<file path="src/rtl/pdseq_pkg.sv">
package pdseq_pkg;

  typedef enum logic [2:0] {
    OP_NONE      = 3'd0,
    OP_PRECH_ALL = 3'd1,
    OP_REF_BANK  = 3'd2,
    OP_REF_INC   = 3'd3,
    OP_POWERDOWN = 3'd4
  } pd_op_e;

  typedef enum logic [1:0] {
    BM_ENTRY,
    BM_EXIT,
    BM_CATCH
  } burst_mode_e;

  typedef enum logic [3:0] {
    S_IDLE,
    S_PRE,
    S_EREF,
    S_QUIET,
    S_PDN,
    S_GATEWAIT,
    S_SLEEP,
    S_STABLE,
    S_SWR,
    S_SWAIT,
    S_WAKE,
    S_XREF,
    S_CATCH
  } pd_state_e;

  localparam logic [7:0] SER_PM_ADDR = 8'h03;
  localparam logic [7:0] SER_PM_WAKE = 8'h01;

endpackage

</file>
<file path="src/rtl/pdseq_timer.sv">
module pdseq_timer #(
  parameter int W = 4
) (
  input  logic         clk,
  input  logic         rst_n,
  input  logic         load,
  input  logic [W-1:0] load_val,
  output logic         zero
);

  logic [W-1:0] cnt;

  always_ff @(posedge clk or negedge rst_n) begin
    if (!rst_n)            cnt <= '0;
    else if (load)         cnt <= load_val;
    else if (cnt != '0)    cnt <= cnt - 1'b1;
  end

  assign zero = (cnt == '0);

endmodule

</file>
<file path="src/rtl/pdseq_burst.sv">
module pdseq_burst
  import pdseq_pkg::*;
#(
  parameter int NUM_BANKS = 8,
  parameter int CATCH_N   = 1,
  localparam int BANK_W   = (NUM_BANKS > 1) ? $clog2(NUM_BANKS) : 1,
  localparam int CNT_MAX  = (NUM_BANKS > CATCH_N) ? NUM_BANKS : CATCH_N,
  localparam int IW       = $clog2(CNT_MAX + 1)
) (
  input  logic              clk,
  input  logic              rst_n,
  input  logic              clr,
  input  logic              adv,
  input  burst_mode_e       mode,
  output pd_op_e            op,
  output logic [BANK_W-1:0] bank,
  output logic              last
);

  localparam logic [BANK_W-1:0] TOP_BANK = BANK_W'(NUM_BANKS - 1);

  logic [IW-1:0] idx;
  logic          row_end;

  always_ff @(posedge clk or negedge rst_n) begin
    if (!rst_n) begin
      idx  <= '0;
      bank <= '0;
    end else if (clr) begin
      idx  <= '0;
      bank <= '0;
    end else if (adv) begin
      idx  <= idx + 1'b1;
      bank <= (bank == TOP_BANK) ? '0 : bank + 1'b1;
    end
  end

  assign row_end = (bank == TOP_BANK);

  // Entry refreshes never move the row pointer; the other bursts advance it
  // on every refresh that lands on the highest bank.
  always_comb begin
    op = OP_REF_BANK;
    if (mode != BM_ENTRY && row_end) op = OP_REF_INC;
  end

  assign last = (mode == BM_CATCH) ? (idx == IW'(CATCH_N - 1))
                                   : (idx == IW'(NUM_BANKS - 1));

endmodule

</file>
<file path="src/rtl/pwrdn_seq.sv">
module pwrdn_seq
  import pdseq_pkg::*;
#(
  parameter int NUM_BANKS     = 8,
  parameter int ROWS_PER_BANK = 4096,
  parameter int T_QUIET       = 8,
  parameter int T_CLKOFF      = 16,
  parameter int T_CLKSTABLE   = 32,
  parameter int T_WAKE        = 64,
  parameter int T_REFWIN      = 6400000,
  localparam int BANK_W       = (NUM_BANKS > 1) ? $clog2(NUM_BANKS) : 1
) (
  input  logic              clk,
  input  logic              rst_n,
  input  logic              enter_req,
  input  logic              exit_req,
  output logic              cmd_valid,
  input  logic              cmd_ready,
  output pd_op_e            cmd_op,
  output logic [BANK_W-1:0] cmd_bank,
  output logic              ser_valid,
  input  logic              ser_ready,
  output logic [7:0]        ser_addr,
  output logic [7:0]        ser_data,
  input  logic              ser_done,
  output logic              clk_gate_ok,
  output logic              busy,
  output logic              done,
  output logic              err
);

  // Refreshes owed for the wake-up window, rounded up at elaboration.
  localparam longint REF_WORK = longint'(NUM_BANKS) * longint'(ROWS_PER_BANK) * longint'(T_WAKE);
  localparam int     CATCH_N  = int'((REF_WORK + longint'(T_REFWIN) - 1) / longint'(T_REFWIN));
  localparam bit     HAS_CATCH = (CATCH_N > 0);
  localparam int     TM_A  = (T_QUIET > T_CLKOFF) ? T_QUIET : T_CLKOFF;
  localparam int     TM_B  = (T_CLKSTABLE > T_WAKE) ? T_CLKSTABLE : T_WAKE;
  localparam int     T_MAX = (TM_A > TM_B) ? TM_A : TM_B;
  localparam int     TW    = $clog2(T_MAX + 1);

  pd_state_e         state, state_n;
  logic              cmd_hs, ser_hs, in_burst;
  logic              tmr_load, tmr_zero;
  logic [TW-1:0]     tmr_val;
  logic              burst_clr, burst_last;
  burst_mode_e       burst_mode;
  pd_op_e            burst_op;
  logic [BANK_W-1:0] burst_bank;
  logic              reject;

  assign in_burst = (state == S_EREF) || (state == S_XREF) || (state == S_CATCH);
  assign cmd_valid = in_burst || (state == S_PRE) || (state == S_PDN);
  assign cmd_hs    = cmd_valid && cmd_ready;
  assign ser_valid = (state == S_SWR);
  assign ser_hs    = ser_valid && ser_ready;
  assign ser_addr  = SER_PM_ADDR;
  assign ser_data  = SER_PM_WAKE;

  always_comb begin
    state_n = state;
    unique case (state)
      S_IDLE:     if (enter_req)            state_n = S_PRE;
      S_PRE:      if (cmd_hs)               state_n = S_EREF;
      S_EREF:     if (cmd_hs && burst_last) state_n = S_QUIET;
      S_QUIET:    if (tmr_zero)             state_n = S_PDN;
      S_PDN:      if (cmd_hs)               state_n = S_GATEWAIT;
      S_GATEWAIT: if (tmr_zero)             state_n = S_SLEEP;
      S_SLEEP:    if (exit_req)             state_n = S_STABLE;
      S_STABLE:   if (tmr_zero)             state_n = S_SWR;
      S_SWR:      if (ser_hs)               state_n = S_SWAIT;
      S_SWAIT:    if (ser_done)             state_n = S_WAKE;
      S_WAKE:     if (tmr_zero)             state_n = S_XREF;
      S_XREF:     if (cmd_hs && burst_last) state_n = HAS_CATCH ? S_CATCH : S_IDLE;
      S_CATCH:    if (cmd_hs && burst_last) state_n = S_IDLE;
      default:                              state_n = S_IDLE;
    endcase
  end

  always_ff @(posedge clk or negedge rst_n) begin
    if (!rst_n) begin
      state <= S_IDLE;
      done  <= 1'b0;
      err   <= 1'b0;
    end else begin
      state <= state_n;
      done  <= (state == S_GATEWAIT && tmr_zero) ||
               (cmd_hs && burst_last &&
                ((state == S_XREF && !HAS_CATCH) || state == S_CATCH));
      err   <= reject;
    end
  end

  assign reject = (enter_req && state != S_IDLE) || (exit_req && state != S_SLEEP);

  // Every wait state is loaded on entry and left when the count reaches zero.
  always_comb begin
    tmr_load = (state_n != state);
    unique case (state_n)
      S_QUIET:    tmr_val = TW'(T_QUIET - 1);
      S_GATEWAIT: tmr_val = TW'(T_CLKOFF - 1);
      S_STABLE:   tmr_val = TW'(T_CLKSTABLE - 1);
      S_WAKE:     tmr_val = TW'(T_WAKE - 1);
      default: begin
        tmr_val  = '0;
        tmr_load = 1'b0;
      end
    endcase
  end

  pdseq_timer #(.W(TW)) u_timer (
    .clk      (clk),
    .rst_n    (rst_n),
    .load     (tmr_load),
    .load_val (tmr_val),
    .zero     (tmr_zero)
  );

  assign burst_clr  = !in_burst || (cmd_hs && burst_last);
  assign burst_mode = (state == S_EREF) ? BM_ENTRY :
                      (state == S_XREF) ? BM_EXIT  : BM_CATCH;

  pdseq_burst #(.NUM_BANKS(NUM_BANKS), .CATCH_N(CATCH_N)) u_burst (
    .clk   (clk),
    .rst_n (rst_n),
    .clr   (burst_clr),
    .adv   (cmd_hs),
    .mode  (burst_mode),
    .op    (burst_op),
    .bank  (burst_bank),
    .last  (burst_last)
  );

  always_comb begin
    cmd_op   = OP_NONE;
    cmd_bank = '0;
    if (state == S_PRE)      cmd_op = OP_PRECH_ALL;
    else if (state == S_PDN) cmd_op = OP_POWERDOWN;
    else if (in_burst) begin
      cmd_op   = burst_op;
      cmd_bank = burst_bank;
    end
  end

  assign busy        = !(state == S_IDLE || state == S_SLEEP);
  assign clk_gate_ok = (state == S_SLEEP);


  cmd_hold_chk: assert property (@(posedge clk) disable iff (!rst_n)
    cmd_valid && !cmd_ready |=> cmd_valid && $stable(cmd_op) && $stable(cmd_bank));


  ser_hold_chk: assert property (@(posedge clk) disable iff (!rst_n)
    ser_valid && !ser_ready |=> ser_valid);


  gate_quiet_chk: assert property (@(posedge clk) disable iff (!rst_n)
    clk_gate_ok |-> !cmd_valid && !ser_valid);


  gate_done_chk: assert property (@(posedge clk) disable iff (!rst_n)
    $rose(clk_gate_ok) |-> done);


  err_cause_chk: assert property (@(posedge clk) disable iff (!rst_n)
    err |-> $past(enter_req || exit_req));


  done_idle_chk: assert property (@(posedge clk) disable iff (!rst_n)
    done |-> !busy);

endmodule

</file>
<file path="config.mk">
export PLATFORM = sky130hd
export DESIGN_NAME = pwrdn_seq
export DESIGN_NICKNAME = d
export VERILOG_FILES = /design/src/rtl/pdseq_pkg.sv /design/src/rtl/pdseq_timer.sv /design/src/rtl/pdseq_burst.sv /design/src/rtl/pwrdn_seq.sv
export SDC_FILE = /design/constraint.sdc
export NUM_CORES = 1
export LEC_CHECK = 0
export BUFFER_PORTS_ARGS = -buffer_cell sky130_fd_sc_hd__buf_4
export CORE_MARGIN = 2
export CORE_UTILIZATION = 30
export DETAILED_ROUTE_END_ITERATION = 12
export MAX_ROUTING_LAYER = met4
export SLEW_MARGIN = 20
export SYNTH_ARGS = -nofsm -noshare
export SYNTH_HDL_FRONTEND = slang
export SYNTH_SLANG_ARGS = --single-unit
</file>
<file path="constraint.sdc">
create_clock -name clk -period 3.75 [get_ports clk]
set_input_delay 0.375 -clock clk [delete_from_list [all_inputs] [get_ports clk]]
set_output_delay 0.375 -clock clk [all_outputs]
set_load 0.02 [all_outputs]
</file>
# --- After elaboration in Yosys (flattened, before gate mapping) ---
# Index checks and enable logic that the tools add are counted.
word_totals:
  memories: 0
  ramBits: 0
  mem_bits_ro: 0
  latchBits: 0
  wordCells: 90
  in_bits: 7
  regBits: 20
op_classes:
  n_shift: 0
  addsub: 3
  bitwise_logic: 0
  div: 0
  multipliers: 0
  n_lt_le_gt_ge: 0
  n_reduce_logical: 27
  n_mux: 33
  n_eq_ne: 21
op_table:
  columns: ["operator", "n"]
  rows:
  - ["$mux 4", 15]
  - ["$pmux 4 s13", 1]
  - ["$eq 4x3->1 const B", 7]
  - ["$mux 3", 9]
  - ["$eq 4x4->1 const B", 6]
  - ["$pmux 6 s4", 1]
  - ["$mux 7", 2]
  - ["$eq 4x2->1 const B", 3]
  - ["$logic_and 1x1->1", 8]
  - ["$logic_not 4->1", 2]
  - ["$logic_or 1x1->1", 8]
  - ["$logic_not 7->1", 1]
  - ["$reduce_bool 7->1", 1]
  - ["$sub 7x1->7 const B", 1]
  - ["$reduce_bool 2->1", 3]
  - ["$add 4x1->4 const B", 1]
  - ["$eq 4x1->1 const B", 1]
  - ["$mux 2", 2]
  - ["$ne 4x3->1 const B", 1]
  - ["$ne 4x4->1", 1]
  - ["$reduce_bool 4->1", 1]
  - ["$reduce_or 4->1", 1]
  - ["$add 3x1->3 const B", 1]
  - ["$eq 3x3->1 const B", 1]
  - ["other kinds (3)", 6]

# --- Depth between registers and ports, before layout ---
# Gate-level depths: netlist (run 1).
depth:
  depth_word: 13
  ltp_mapped: 10
  mapped_depth_nobuf: 9

# --- By module ---
# A second synthesis (run 1) with hierarchy kept.
unflattened:
  hier_cells: 207
  hier_area_um2: 1773.0
by_module_without_submodules:
  columns: ["mod", "seq_area_each_um2", "cells_each", "n_inst", "area_per_inst_um2"]
  rows:
  - ["pwrdn_seq", 150.1, 124, 1, 923.4]
  - ["pdseq_timer", 175.2, 43, 1, 434.2]
  - ["pdseq_burst", 175.2, 40, 1, 415.4]

# --- Worst setup path after synthesis (run 1) ---
# OpenSTA, ideal clock, no wires.
synth_timing:
  path_kind: "register to register"
  start: "register u_timer.cnt[0]"
  end: "register u_timer.cnt[5]"
  t_arrival_ns: 2.502
  setup_time_ns: 0.128
  path_stages_with_launch: 10
  slack_ns: 1.121
  t_required_ns: 3.622
  cell_sequence: "dfrtp_1 inv_1 ha_1 or4b_4 nor2_2 o32ai_1 or3_4 o2111a_1 o21ai_4 mux2_1"
synth_between:
  elab_chain_cells: 7
  word_cells_on_any_way: 19
synth_rtl:
  columns: ["item", "line", "rtl"]
  rows:
  - ["from (decl)", "pdseq_timer.sv:11", "logic [W-1:0] cnt;"]
  - ["from (signal assigned)", "pdseq_timer.sv:15", "else if (load) cnt <= load_val;"]
  - ["from (signal assigned)", "pdseq_timer.sv:16", "else if (cnt != '0) cnt <= cnt - 1'b1;"]
  - ["$logic_not 7->1", "pdseq_timer.sv:19", "assign zero = (cnt == '0);"]
  - ["$mux 4, on equally long branches", null, null]
  - ["$pmux 4 s13", "pwrdn_seq.sv:61", "unique case (state)"]
  - ["$eq 4x4->1 (tied with other cells)", "pwrdn_seq.sv:98", "unique case (state_n)"]
  - ["$reduce_or 4->1 (no source line)", null, null]
  - ["$mux 1", "pwrdn_seq.sv:98", null]
  - ["$mux 7 / $reduce_bool 2->1 (equally long branches)", null, null]
# Parallel ways exist; a longest one is shown, timed or not. The select of a mux whose other input is x is not followed.
# A chain may end at the register's enable or synchronous reset.

# --- Worst setup path in the final report (run 1) ---
# Ends and elaborated chain as after synthesis.

==> results of run 1 <==
==> area by class of cell <==
class	instances	area (um2)	area share
Multi-Input combinational cell	170	1052	0.5551
Sequential cell	20	500.5	0.2640
Tap cell	72	90.09	0.04752
Inverter	8	30.03	0.01584
Clock buffer	4	55.05	0.02904
Timing Repair Buffer	22	167.7	0.08845
==> metal layers <==
| metal | up-vias | routed length (um) | global-route usage |
|---|---|---|---|
| li1 | 741 | - | - |
| met1 | 703 | 1912 | 0.1954 |
| met2 | 56 | 1663 | 0.1856 |
| met3 | 7 | 208 | 0.02386 |
| met4 | 0 | 64 | 0.04483 |
| met5 | - | 0 | - |
==> sequential cells by signal, indices dropped and copies added, names as in the netlist <==
register      cells
u_burst.bank      3
u_timer.cnt       7
u_burst.idx       4
done              1
state             4
err               1
==> cells in the mapped netlist, drive strengths merged, types with 2 or more instances <==
master	count
buf	21
dfrtp	20
nor2	19
nand2	18
a21oi	13
o21ai	10
nand3	9
inv	8
nand2b	8
nor2b	7
clkbuf	6
ha	6
nor3	6
xnor2	6
o211ai	4
a31oi	3
a32o	3
and2	3
o31ai	3
xor2	3
conb	2
mux2i	2
nand4	2
nor3b	2
nor4b	2
o32ai	2
or2	2
or3	2
or4b	2
==> critical path: cells and delay by family (launching register included) <==
kind                     cells  cell delay (ps)
flip-flops                   1              390
buffers and inverters        2              290
adder cells (fa/ha/maj)      1              180
AO/OA/AOI/OAI                3              660
AND/OR/NAND/NOR              3              970
multiplexers                 1              340
==> worst max-delay path by stage <==
stage | startpoint | to | depth (start not counted)
global route | u_timer.cnt[0] | u_timer.cnt[5] | 9
detailed placement | u_timer.cnt[0] | u_timer.cnt[5] | 10
finish | u_timer.cnt[0] | u_timer.cnt[5] | 10
CTS | u_timer.cnt[0] | u_timer.cnt[5] | 10
global placement | u_timer.cnt[0] | u_timer.cnt[5] | 10
floorplan | u_timer.cnt[0] | u_timer.cnt[5] | 9
==> where the power goes <==
part / internal (mW) / total, mW / switching [mW]
registers: 0.290 / 0.439 / 0.149
logic: 0.329 / 0.778 / 0.450
clock network: 0.0935 / 0.167 / 0.0737
==> cell families after synthesis <==
kind of cell               after synthesis  synth area share
other                                    2          0.004430
adders and majority gates                6           0.04428
xor gates and xnor gates                 9           0.04650
DFF                                     20            0.2952
and+or+nand+nor                         88            0.2804
AOI/OAI and AO/OA                       48            0.1956
muxes                                    3           0.01845
buffers and inverters                   35            0.1151
==> stage by stage <==
| step | hold WS (ps) | instance area (um2) | util | cells |
|---|---|---|---|---|
| finish | 380.5 | 1896 | 0.3464 | 296 |
| floorplan | 79.41 | 1748 | - | 225 |
| global route | 405.1 | 1896 | 0.3464 | 296 |
| global placement | 280.6 | 1831 | 0.3345 | 291 |
| CTS | 371.4 | 1896 | 0.3464 | 296 |
| detailed placement | 278.3 | 1831 | 0.3345 | 291 |
==> timing repair <==
item	CTS	global route
hold endpoints to repair	20	0
setup buffers	0	0
hold buffers	1	0
==> impl_results.md, run 1 <==
* Status: completed
* Dominant cells by area after synthesis: sky130_fd_sc_hd__dfrtp_1 (30%), sky130_fd_sc_hd__buf_4 (7.1%), sky130_fd_sc_hd__ha_1 (4.4%)
* Worst Path Required at 3890 ps
* Core outline area at 5473 um2
* FF-to-FF path depth at 10
* Overall fraction of global-route tracks in use at 0.1339
* Final setup TNS at 0 ps
* Total power at 1.385 mW
* CP Cell Sequence: inv_1 > ha_1 > or4b_4 > nor2_2 > buf_4 > o32ai_1 > or3_4 > o2111a_1 > o21ai_4 > mux2_1
* Worst endpoint data arrival time at 3110 ps
* Post-cts resize count at 0
* Routed wirelength normalized by instance count at 13.00 um
* Fraction of synthesized cell area taken by the top area cell type at 0.2952
* Normalized max-slew margin at 0.5071
* Leakage power total at 0.8106 nW
* Port Buffer Count at 18
* Worst setup slack before clock tree synthesis at 790.7 ps
* Worst setup margin at 788.5 ps
* Class of the tightest hold or removal check: in2reg
* Die extent in y at 79.18 um
* Post-synthesis instance total at 211
* Area of the die at 6269 um2
* Portion of the post-synthesis area used by sequential elements at 0.2952
* Worst hold path depth at 3
* Peak VDD IR at 0.0002136 V
* Reg-to-Reg End: u_timer.cnt[5]
* Post-DR vias/cell at 5.091
* Pin slew with the least headroom to its limit at 739.3 ps
* Largest stage delay, worst path at 470 ps
* EDFF count, synth at 0
* Unrepaired setup endpoints after global routing: false
* Area added between synthesis and finish at 11.81%
* Fmax at 337.7 MHz
* Final number of setup-violating endpoints at 0
* Total via count after detailed routing at 1507
* Clk Tree Root Cell: sky130_fd_sc_hd__clkbuf_8
* Half-perimeter wire length after placement at 2862 um
* Filler Cell Count at 595
* Ratio of cells with drive above 1 in the final layout at 0.1429
* Endpoint of the worst hold path: err
* Initial antenna violation count at 0
* Largest fanout on the critical path at 11
* Total wirelength of the detailed-routed design at 3848 um
* CP Launch Type: flip-flop
* Sort of element at the end of the critical path: flip-flop
* Final Skew at 3.931 ps
* Max-capacitance violation count at 0
* Cts bufs inserted at 3
* Startpoint of the lowest-slack hold path: enter_req
* Max-slew violation count at 0
* Most instantiated flip-flop cell in the synthesis netlist: sky130_fd_sc_hd__dfrtp_1
* Critical setup path kind: reg2reg
* R2R setup slack at 790 ps
* Net count, final at 238
* Total number of clock tree sinks at 20
* Count of synthesis-stage warnings from yosys at 0
* Power density over cell area at 730.5 nW/um2
* Die Wd at 79.18 um
* Row count at 27
* Maximum number of pins on one net before global-route repair at 27
* Congestion Overflow GR at 0
* CTS tree: done
* Yosys top cell by area: sky130_fd_sc_hd__dfrtp_1
* GP Congestion at 0.8569
* Remaining antenna violation count at 0
* Antenna cells at 0
* Final routed DRC violation total at 0
* DR pass1 iterations at 4
* Commonest non-fill, non-tap cell in the layout: sky130_fd_sc_hd__buf_4
* Clock latency reported for the late side of the worst-skew pair at 260 ps
* Async set or reset register ratio after synthesis at 1.000
* Launch instance of the worst register-to-register path: u_timer.cnt[0]
* Register clock-pin slew on the reported worst setup and hold paths at 80 ps
* Critical Path Slowest Stage Cell: sky130_fd_sc_hd__or4b_4
* First-pass GRT wire length at 6492 um
* Initial detailed-routing violation count at 165
* Clock H-tree levels at 1
* Final hold violation count at 0
* Post-route clock period utilization at 0.7897
* Count of pins on the block boundary at 35
* Most frequent cells in the layout: sky130_fd_sc_hd__buf_4 (21), sky130_fd_sc_hd__dfrtp_1 (20), sky130_fd_sc_hd__nor2_1 (18), sky130_fd_sc_hd__nand2_1 (18), sky130_fd_sc_hd__conb_1 (16)
* Initial Utilization at 0.3098
* Minimum period implied by the final worst setup slack at 2961 ps
* Number of buffers on the longest clock path at 2
* Synthesized cell area at 1695 um2
* Number of register bits inferred by synthesis at 20
* Syn Area/Cell at 8.035 um2
* Vias in the first global route at 1321
* Post-synth cell types at 52
No activity file was read; power rests on OpenSTA's default activity.
==> run 2: changes to the inputs <==
Clock period 3.75 ns to 2.5 ns, I/O delays scaled along.
==> run 2 against run 1 <==
The run now ends with negative setup slack left. Critical path type unchanged. Sequential power is 29% higher. Highest routed layer unchanged. First-iteration DRC count is 1.2% higher. Clock skew is 6.7 ps higher. Count of clock-buffer cells in the layout is 1 lower. Final area is 12% higher. Flip-flop and latch count stayed put. Register-to-register slack worse by 810 ps. Clock power is 98% higher. Total power is 77% higher.
==> impl_results.md, run 2 (synthesis gave the netlist of run 1 again) <==
* Critical setup path kind: reg2reg
* Port Buffer Count at 18
* Net count, final at 263
* Reported net switching power at 1.081 mW
* First-pass GRT wire length at 7272 um
* Unrepaired setup endpoints after global routing: true
* Combinational power share at 0.635
* Post-layout instance count excluding filler cells at 321
* Part of the total power dissipated in the clock network at 0.134
* Power density over cell area at 1160 nW/um2
* Post-DR vias/cell at 4.972
* Leakage power total at 0.9450 nW
* Failing checks: negative setup slack
* Initial detailed-routing violation count at 167
* R2R setup slack at -20 ps
* Vias in the first global route at 1519
* Antenna cells at 0
* Design internal power at 1.372 mW
* CTS tree: done
* Die Wd at 79.18 um
* Top Registers: u_timer.cnt x7, state x4, u_burst.idx x4
* Remaining antenna violation count at 0
* Worst setup margin at -20.61 ps
* Area of the die at 6269 um2
* Routed wirelength normalized by instance count at 13.09 um
* Most frequent cells in the layout: sky130_fd_sc_hd__buf_4 (46), sky130_fd_sc_hd__dfrtp_1 (20), sky130_fd_sc_hd__nor2_1 (18), sky130_fd_sc_hd__nand2_1 (18), sky130_fd_sc_hd__conb_1 (16)
* Peak VDD IR at 0.0003709 V
* Ratio of cells with drive above 1 in the final layout at 0.2450
* Total via count after detailed routing at 1596
* Cts bufs inserted at 3
* Worst endpoint data arrival time at 2660 ps
* Maximum number of pins on one net before global-route repair at 21
* Status: finished with violations
* Register clock-pin slew on the reported worst setup and hold paths at 90 ps
* Sequential fraction of design power at 0.231
* Register with the highest flop count: u_timer.cnt
* Largest fanout on the critical path at 3
* Die extent in y at 79.18 um
* CP Launch Type: flip-flop
* Row count at 27
* Congestion Overflow GR at 0
* Worst Path Required at 2640 ps
* Overall fraction of global-route tracks in use at 0.1499
* Minimum period implied by the final worst setup slack at 2521 ps
* DR pass1 iterations at 4
* Clock latency reported for the late side of the worst-skew pair at 260 ps
* Final hold violation count at 0
* Core outline area at 5473 um2
* Final setup TNS at -20.61 ps
* Sort of element at the end of the critical path: flip-flop
* Number of buffers on the longest clock path at 2
* Fraction of met1 tracks used by global routing at 0.1933
* Met2 capacity usage during global routing at 0.2356
* Area added between synthesis and finish at 24.72%
* Final number of setup-violating endpoints at 1
* Global route hottest layer: met2
* Clock H-tree levels at 1
* Initial antenna violation count at 0
* Hold Worst Slack at 248.8 ps
* Count of pins on the block boundary at 35
* FF-to-FF path depth at 9
* Area of all placed cells without fillers at 2115 um2
* Post-route clock period utilization at 1.008
* Class of the tightest hold or removal check: in2reg
* Max-slew violation count at 0
* Switching part of the total power at 0.4407
* Half-perimeter wire length after placement at 3147 um
* Max FFs per register at 7
* Total number of clock tree sinks at 20
* Total instance count after detailed placement at 315
* Initial Utilization at 0.3098
* Clk Tree Root Cell: sky130_fd_sc_hd__clkbuf_8
* Final Skew at 10.63 ps
* Global-route met3 utilization at 0.02386
* Final routed DRC violation total at 0
* Instance area after placement at 2014 um2
* Max-capacitance violation count at 0
* GP Congestion at 0.8937
* Worst hold path depth at 3
* Fmax at 396.7 MHz
* Total wirelength of the detailed-routed design at 4201 um
* Commonest non-fill, non-tap cell in the layout: sky130_fd_sc_hd__buf_4
run 2: cell count changes in the layout (fill, tap and decap cells not counted), sizes merged:
cell,change
buf,+25
clkbuf,-1
bufinv,+1
run 2: power groups by stage:
stage / logic (mW) / clock network (mW) / registers [mW]
after detailed placement: 1.52 / 0 / 0.572
final: 1.56 / 0.330 / 0.566
after global routing: 1.73 / 0.360 / 0.586
after CTS: 1.54 / 0.341 / 0.565
after floorplan: 1.02 / 0 / 0.523
after global placement: 1.52 / 0 / 0.572
run 2: per-layer routing:
layer  up-vias  wire (um)
li1        797          -
met1       738       1906
met2        53       1975
met3         8        222
met4         0         97
met5         -          0
run 2: worst paths after layout:
check                             endpoint       startpoint
hold reg to reg            u_burst.bank[1]  u_burst.bank[1]
setup / recovery            u_timer.cnt[5]   u_timer.cnt[0]
setup reg to reg            u_timer.cnt[5]   u_timer.cnt[0]
max in group asynchronous   u_timer.cnt[5]            rst_n
min in group asynchronous         state[1]            rst_n
hold / removal                         err        enter_req
run 2: critical path, stage by stage (launching register included):
cell and delay [ps]:
sky130_fd_sc_hd__dfrtp_1 400, sky130_fd_sc_hd__inv_2 60, sky130_fd_sc_hd__ha_1 140, sky130_fd_sc_hd__or4b_4 480, sky130_fd_sc_hd__nor2_4 100, sky130_fd_sc_hd__o32ai_1 110, sky130_fd_sc_hd__or3_4 390, sky130_fd_sc_hd__o2111a_2 280
sky130_fd_sc_hd__o21ai_4 140, sky130_fd_sc_hd__mux2_4 310
run 2: layout make-up:
class	instances	area, um2
well taps	72	90.09
clock inverters	1	30.03
fillers	591	3358
clock buffers	3	41.29
inverters	8	30.03
flip-flops and latches	20	500.5
multi-input cells	170	1067
repair buffers	47	355.3
run 2: what timing repair did:
item | 4_1_cts | 5_1_grt
hold endpoints to repair | 20 | 0
hold buffers | 1 | 0
cloned | 0 | 0
pin swaps | 0 | 0
setup buffers | 0 | 1
gates resized for setup | 2 | 1
setup endpoints to repair | 3 | 7
run 2: through the flow:
step / utilization / worst slack, ps / power (mW)
floorplan: - / -49.31 / 1.539
global placement: 0.3681 / -4.138 / 2.092
detailed placement: 0.3681 / -24.06 / 2.087
CTS: 0.3848 / -35.05 / 2.449
global route: 0.3864 / -120.0 / 2.678
finish: 0.3864 / -20.61 / 2.453
